$ cat config.mk
export PLATFORM = sky130hd
export DESIGN_NAME = opdec_top
export DESIGN_NICKNAME = d
export VERILOG_FILES = /design/src/rtl/opdec_pkg.sv /design/src/rtl/opdec_lo.sv /design/src/rtl/opdec_mid.sv /design/src/rtl/opdec_hi.sv /design/src/rtl/opdec_top.sv
export SDC_FILE = /design/constraint.sdc
export NUM_CORES = 1
export LEC_CHECK = 0
export ABC_AREA = 1
export BUFFER_PORTS_ARGS = -buffer_cell sky130_fd_sc_hd__clkbuf_2
export CORE_MARGIN = 5
export CORE_UTILIZATION = 45
export DETAILED_ROUTE_END_ITERATION = 12
export PLACE_DENSITY = 0.9
export SLEW_MARGIN = 15
export SYNTH_ARGS = -nofsm -noshare
export SYNTH_HDL_FRONTEND = slang
export SYNTH_SLANG_ARGS = --single-unit
export TNS_END_PERCENT = 20
$ cat constraint.sdc
create_clock -name vclk -period 2.2
set_input_delay 0.55 -clock vclk [all_inputs]
set_output_delay 0.55 -clock vclk [all_outputs]
set_load 0.01 [all_outputs]
$ cat src/rtl/opdec_pkg.sv
package opdec_pkg;
  localparam int OPC_W  = 8;
  localparam int FLD_W  = 3;
  localparam int PAIR_W = 2;
  localparam int LEN_W  = 2;
  localparam logic [FLD_W-1:0] MEM_IDX = 3'd6;

  typedef enum logic [3:0] {
    C_NOP = 4'd0, C_MOVE = 4'd1, C_HALT = 4'd2, C_ALU_REG = 4'd3,
    C_ALU_IMM = 4'd4, C_ACC = 4'd5, C_MOVE_IMM = 4'd6, C_INCDEC = 4'd7,
    C_PAIR = 4'd8, C_MEMX = 4'd9, C_BRANCH = 4'd10, C_STACK = 4'd11,
    C_IO = 4'd12, C_CTRL = 4'd13
  } cls_e;

  typedef struct packed {
    logic              valid;
    cls_e              cls;
    logic [FLD_W-1:0]  dst;
    logic [FLD_W-1:0]  src;
    logic [FLD_W-1:0]  alu;
    logic [FLD_W-1:0]  cond;
    logic              cond_use;
    logic [PAIR_W-1:0] pair;
    logic              psw;
    logic [LEN_W-1:0]  len;
    logic              halt;
    logic              mem;
  } dec_t;

  function automatic logic [1:0] f_quad(input logic [OPC_W-1:0] op);
    return op[7:6];
  endfunction

  function automatic logic [FLD_W-1:0] f_dst(input logic [OPC_W-1:0] op);
    return op[5:3];
  endfunction

  function automatic logic [FLD_W-1:0] f_src(input logic [OPC_W-1:0] op);
    return op[2:0];
  endfunction

  // Result with every field at its quiet value; length one byte.
  function automatic dec_t f_blank(input logic is_valid);
    dec_t r;
    r          = '0;
    r.valid    = is_valid;
    r.cls      = C_NOP;
    r.len      = 2'd1;
    return r;
  endfunction

  function automatic logic f_is_mem(input logic [FLD_W-1:0] idx);
    return idx == MEM_IDX;
  endfunction
endpackage

$ cat src/rtl/opdec_lo.sv
module opdec_lo
  import opdec_pkg::*;
(
  input  logic [FLD_W-1:0] dst_i,
  input  logic [FLD_W-1:0] src_i,
  output dec_t             res_o
);
  dec_t r;
  always_comb begin
    r      = f_blank(1'b1);
    r.pair = dst_i[2:1];
    unique case (src_i)
      3'd0: begin
        r.valid = (dst_i == 3'd0);
        if (dst_i != 3'd0) r.pair = '0;
      end
      3'd1: begin
        r.cls = C_PAIR;
        r.len = dst_i[0] ? 2'd1 : 2'd3;
      end
      3'd2: begin
        r.cls = C_MEMX;
        r.len = dst_i[2] ? 2'd3 : 2'd1;
      end
      3'd3: r.cls = C_PAIR;
      3'd4, 3'd5: begin
        r.cls = C_INCDEC;
        r.dst = dst_i;
        r.mem = f_is_mem(dst_i);
      end
      3'd6: begin
        r.cls = C_MOVE_IMM;
        r.dst = dst_i;
        r.mem = f_is_mem(dst_i);
        r.len = 2'd2;
      end
      default: begin
        r.cls = C_ACC;
        r.alu = dst_i;
      end
    endcase
    res_o = r;
    AST_LO_MEM_CLASS: assert (!r.mem || r.cls == C_INCDEC || r.cls == C_MOVE_IMM)
      else $error("memory flag on class %0d", r.cls);
    AST_LO_NO_COND: assert (!r.cond_use && !r.psw)
      else $error("quadrant 0 set condition or status pair");
  end
endmodule

$ cat src/rtl/opdec_mid.sv
module opdec_mid
  import opdec_pkg::*;
(
  input  logic             alu_i,
  input  logic [FLD_W-1:0] dst_i,
  input  logic [FLD_W-1:0] src_i,
  output dec_t             res_o
);
  dec_t r;
  logic halt_slot;
  always_comb begin
    r         = f_blank(1'b1);
    halt_slot = !alu_i && f_is_mem(dst_i) && f_is_mem(src_i);
    if (alu_i) begin
      r.cls = C_ALU_REG;
      r.alu = dst_i;
      r.src = src_i;
      r.mem = f_is_mem(src_i);
    end else if (halt_slot) begin
      r.cls  = C_HALT;
      r.halt = 1'b1;
    end else begin
      r.cls = C_MOVE;
      r.dst = dst_i;
      r.src = src_i;
      r.mem = f_is_mem(dst_i) || f_is_mem(src_i);
    end
    res_o = r;
    AST_HALT_QUIET: assert (!r.halt || (!r.mem && r.dst == '0 && r.src == '0))
      else $error("halt carries operands");
    AST_MID_ONE_BYTE: assert (r.len == 2'd1)
      else $error("register form longer than one byte");
  end
endmodule

$ cat src/rtl/opdec_hi.sv
module opdec_hi
  import opdec_pkg::*;
(
  input  logic [FLD_W-1:0] dst_i,
  input  logic [FLD_W-1:0] src_i,
  output dec_t             res_o
);
  dec_t r;
  always_comb begin
    r      = f_blank(1'b1);
    r.pair = dst_i[2:1];
    unique case (src_i)
      3'd0: begin
        r.cls = C_BRANCH; r.cond = dst_i; r.cond_use = 1'b1;
      end
      3'd1: begin
        if (!dst_i[0]) begin
          r.cls = C_STACK; r.psw = (dst_i == 3'd6);
        end else if (dst_i == 3'd1 || dst_i == 3'd5) begin
          r.cls = C_BRANCH;
        end else if (dst_i == 3'd7) begin
          r.cls = C_STACK;
        end else begin
          r.valid = 1'b0;
        end
      end
      3'd2: begin
        r.cls = C_BRANCH; r.cond = dst_i; r.cond_use = 1'b1; r.len = 2'd3;
      end
      3'd3: begin
        unique case (dst_i)
          3'd0:       begin r.cls = C_BRANCH; r.len = 2'd3; end
          3'd1:       r.valid = 1'b0;
          3'd2, 3'd3: begin r.cls = C_IO; r.len = 2'd2; end
          3'd4:       r.cls = C_STACK;
          default:    r.cls = C_CTRL;
        endcase
      end
      3'd4: begin
        r.cls = C_BRANCH; r.cond = dst_i; r.cond_use = 1'b1; r.len = 2'd3;
      end
      3'd5: begin
        if (!dst_i[0]) begin
          r.cls = C_STACK; r.psw = (dst_i == 3'd6);
        end else if (dst_i == 3'd1) begin
          r.cls = C_BRANCH; r.len = 2'd3;
        end else begin
          r.valid = 1'b0;
        end
      end
      3'd6: begin
        r.cls = C_ALU_IMM; r.alu = dst_i; r.len = 2'd2;
      end
      default: r.cls = C_BRANCH;
    endcase
    if (!r.valid) r.pair = '0;
    res_o = r;
    AST_HI_COND_BRANCH: assert (!r.cond_use || r.cls == C_BRANCH)
      else $error("condition on non-branch class %0d", r.cls);
    AST_HI_INVALID_QUIET: assert (r.valid || (r.cls == C_NOP && r.len == 2'd1 && r.pair == '0))
      else $error("invalid opcode with live fields");
    AST_HI_PSW_STACK: assert (!r.psw || (r.cls == C_STACK && r.pair == 2'd3))
      else $error("status pair outside push/pop");
    AST_HI_NO_MEM: assert (!r.mem)
      else $error("memory flag in quadrant 3");
  end
endmodule

$ cat src/rtl/opdec_top.sv
module opdec_top
  import opdec_pkg::*;
(
  input  logic [7:0] op_i,
  output logic       valid_o,
  output logic [3:0] class_o,
  output logic [2:0] dst_o,
  output logic [2:0] src_o,
  output logic [2:0] alu_op_o,
  output logic [2:0] cond_o,
  output logic       cond_use_o,
  output logic [1:0] pair_o,
  output logic       pair_psw_o,
  output logic [1:0] len_o,
  output logic       halt_o,
  output logic       mem_o
);
  logic [1:0]       quad;
  logic [FLD_W-1:0] dfld, sfld;
  dec_t             lo_res, mid_res, hi_res, sel;

  assign quad = f_quad(op_i);
  assign dfld = f_dst(op_i);
  assign sfld = f_src(op_i);

  opdec_lo  u_lo  (.dst_i(dfld), .src_i(sfld), .res_o(lo_res));
  opdec_mid u_mid (.alu_i(quad[1]), .dst_i(dfld), .src_i(sfld), .res_o(mid_res));
  opdec_hi  u_hi  (.dst_i(dfld), .src_i(sfld), .res_o(hi_res));

  always_comb begin
    unique case (quad)
      2'd0:    sel = lo_res;
      2'd3:    sel = hi_res;
      default: sel = mid_res;
    endcase
  end

  assign valid_o    = sel.valid;
  assign class_o    = sel.cls;
  assign dst_o      = sel.dst;
  assign src_o      = sel.src;
  assign alu_op_o   = sel.alu;
  assign cond_o     = sel.cond;
  assign cond_use_o = sel.cond_use;
  assign pair_o     = sel.pair;
  assign pair_psw_o = sel.psw;
  assign len_o      = sel.len;
  assign halt_o     = sel.halt;
  assign mem_o      = sel.mem;
endmodule

==> results by group <==
Timing
  – Final number of max-transition violations: 0
  – Period Utilization, post-route: 0.983
  – Worst Hold Margin: about 1.5 ns
  – Final-report hold violation count: 0
  – Setup repair after global routing missed its margin: true
  – Worst-Margin Slew: 0.308 ns
  – Final setup violation count: 0
  – Rel. slew slack: 0.792
  – Time the worst path needs with I/O delays and setup: roughly 2.2 ns
  – Fmax: 0.462 GHz

Floorplan
  – Total I/O pin count: 33
  – Starting density of the core: 0.485
  – Floorplan die height: 47.7 um
  – Number of rows created at floorplan: 13
  – Placeable core area: roughly 0.0013 mm2
  – Total die area: between 0.002 and 0.0025 mm2
  – Horizontal die dimension: between 40 and 50 um

GRT
  – Initial antenna violation count: 0
  – Met2 usage: 0.396
  – First-pass GRT wire length: around 3500 um
  – Met1 Usage GRT: 0.248
  – Vias in the first global route: between 800 and 900
  – Global route hottest layer: met2
  – Largest net degree at the start of global routing: 11
  – Tot GR Track Use: 0.206
  – Routing usage on met3: 0.0226
  – Global-route congestion overflow total: 0

Yosys
  – Gate count of the mapped netlist: ~120
  – Summed instance area of the synthesized netlist: approximately 640 um2
  – Net count after synthesis: 131
  – Mean area per synthesized cell: ~5.3 um2
  – Ys Warns: 0
  – Library cells used by synthesis: 25
  – Sequential fraction of the synthesis area: 0

Critical path
  – Category of the critical setup timing path: in2out
  – Required time at the worst-slack endpoint: roughly 1.7 ns
  – Crit-path max cell delay: about 0.24 ns
  – Bufs and invs on worst path: 3
  – Max FO, Critical Path: 3
  – Chain of cells forming the critical path: clkbuf_2 > inv_1 > ha_4 > nand2_2 > o21ai_0 > a21oi_2 > nor3_1 > clkbuf_2
  – Startpoint kind of the worst setup timing path: input port
  – CP arrival: ~1.6 ns
  – Type of destination of the critical path: primary output
  – Top cell family by delay on the critical path: buffers and inverters
  – Worst path most repeated cell: sky130_fd_sc_hd__clkbuf_2
  – Number of logic stages on the critical path including buffering: 8
  – Critical-path top delay cell: sky130_fd_sc_hd__o21ai_0

Run status
  – Status: finished clean

Final layout
  – Flip-flop and latch count: 0
  – Clock buffers: 0
  – Layout Area Growth over Synthesis: 39.5%
  – Core Util, Final: 0.677
  – Post-layout net count: 170
  – Sequential cell area: 0 um2
  – Share of layout cells above drive strength 1: 0.494
  – Diode insertion count for antenna repair: 0

Route
  – Drc violations: 0
  – Detail Route Antenna Nets: 0
  – Post-Route WL: 2310 um
  – Ratio of routed vias to standard cells: about 5.4
  – DR vias: roughly 930
  – Wirelength per Cell: 13.4 um
  – Drt first-iter violations: 30
  – Number of optimization iterations in the first detailed-route pass: 4

Worst hold path
  – Kind of path behind the tightest hold check: in2out
  – Hold worst-path end: cond_o[0]
  – Hold wc startpoint: op_i[3]
  – Cells on Worst Hold Path: 4

Power
  – Worst vdd rail ir drop: approximately 0.12 mV
  – Power density of the placed cells: between 200 and 250 mW/mm2
  – Static leakage: around 0.47 nW

Place
  – Number of buffer cells added on primary ports: 33
  – Post-DP HPWL: 1790 um
  – GPL Wtd Cong: between 0.9 and 1

Run
  – Max-capacitance violation count: 0
## cell type report
cell class / count / area, um2
inverters: 15 / 63.8
multi-input cells: 101 / 572
well taps: 15 / 18.8
repair buffers: 42 / 238
fillers: 130 / 425
## cell families after synthesis
logic type,count (synthesis),share of synthesized area
adders and majority gates,2,0.0391
buffers and inverters,20,0.168
and+or+nand+nor,74,0.583
AOI/OAI and AO/OA,25,0.209
## layer usage
metal | wire length [um] | vias to the layer above
met5 | 0 | -
met4 | 33 | 0
met3 | 169 | 6
met2 | 1150 | 50
met1 | 953 | 401
li1 | - | 474
## timing repair
item                                    4_1_cts  5_1_grt
pin swaps                                     0        3
gates resized for setup                       3       16
endpoints found under the hold margin         0        0
endpoints found under the setup margin        8       13
hold buffers                                  0        0
buffers inserted                              0        0
## worst min-delay path: cells and delay by family
family        cells  cell delay (ns)
buf+inv           3             0.33
simple gates      1             0.06
## where the power goes
group	total [W]	internal [W]	switching, W
sequential	0	0	0
combinational	0.000207	0.0000799	0.000127
clock	0	0	0
## layout by cell type, fill, tap and decap left out, types with 3 or more instances in the layout
cell and n:
sky130_fd_sc_hd__a21oi_1 10, sky130_fd_sc_hd__a21oi_2 4, sky130_fd_sc_hd__buf_2 4, sky130_fd_sc_hd__buf_4 9
sky130_fd_sc_hd__clkbuf_2 27, sky130_fd_sc_hd__inv_1 5, sky130_fd_sc_hd__inv_2 7, sky130_fd_sc_hd__inv_4 3
sky130_fd_sc_hd__nand2_1 24, sky130_fd_sc_hd__nand2_2 8, sky130_fd_sc_hd__nand3_1 5, sky130_fd_sc_hd__nand4_1 3
sky130_fd_sc_hd__nor2_1 15, sky130_fd_sc_hd__nor2_2 5, sky130_fd_sc_hd__nor2_4 3, sky130_fd_sc_hd__nor3_1 5
sky130_fd_sc_hd__o21ai_0 5
## metrics by stage
step                      setup WS [ns]  cells  power [W]  TNS [ns]  area [um2]
final                            0.0371    173   0.000207         0         892
after global routing            -0.0772    173   0.000226    -0.215         892
after CTS                        0.0274    173   0.000194         0         862
after detailed placement        -0.0957    173   0.000189    -0.395         845
after global placement          0.00465    173   0.000184         0         845
after floorplan                   0.129    121   0.000122         0         639
## cell usage after synthesis, drive strengths merged (2+ instances only)
cell | n | area share
nand2 | 34 | 0.24
o22ai | 2 | 0.020
buf | 5 | 0.072
o21ai | 8 | 0.063
nand4 | 3 | 0.029
nor2 | 23 | 0.18
nand3 | 7 | 0.070
inv | 15 | 0.096
nor3 | 5 | 0.039
a21oi | 14 | 0.12
ha | 2 | 0.039
## worst max path at each step
| stage | startpoint | to |
|---|---|---|
| 2_1_floorplan | op_i[6] | dst_o[0] |
| 3_3_place_gp | op_i[6] | class_o[1] |
| 3_5_place_dp | op_i[6] | dst_o[2] |
| 4_1_cts | op_i[2] | class_o[3] |
| 5_1_grt | op_i[7] | alu_op_o[0] |
| 6_report | op_i[7] | alu_op_o[2] |
(Power assumes the default switching activity.)
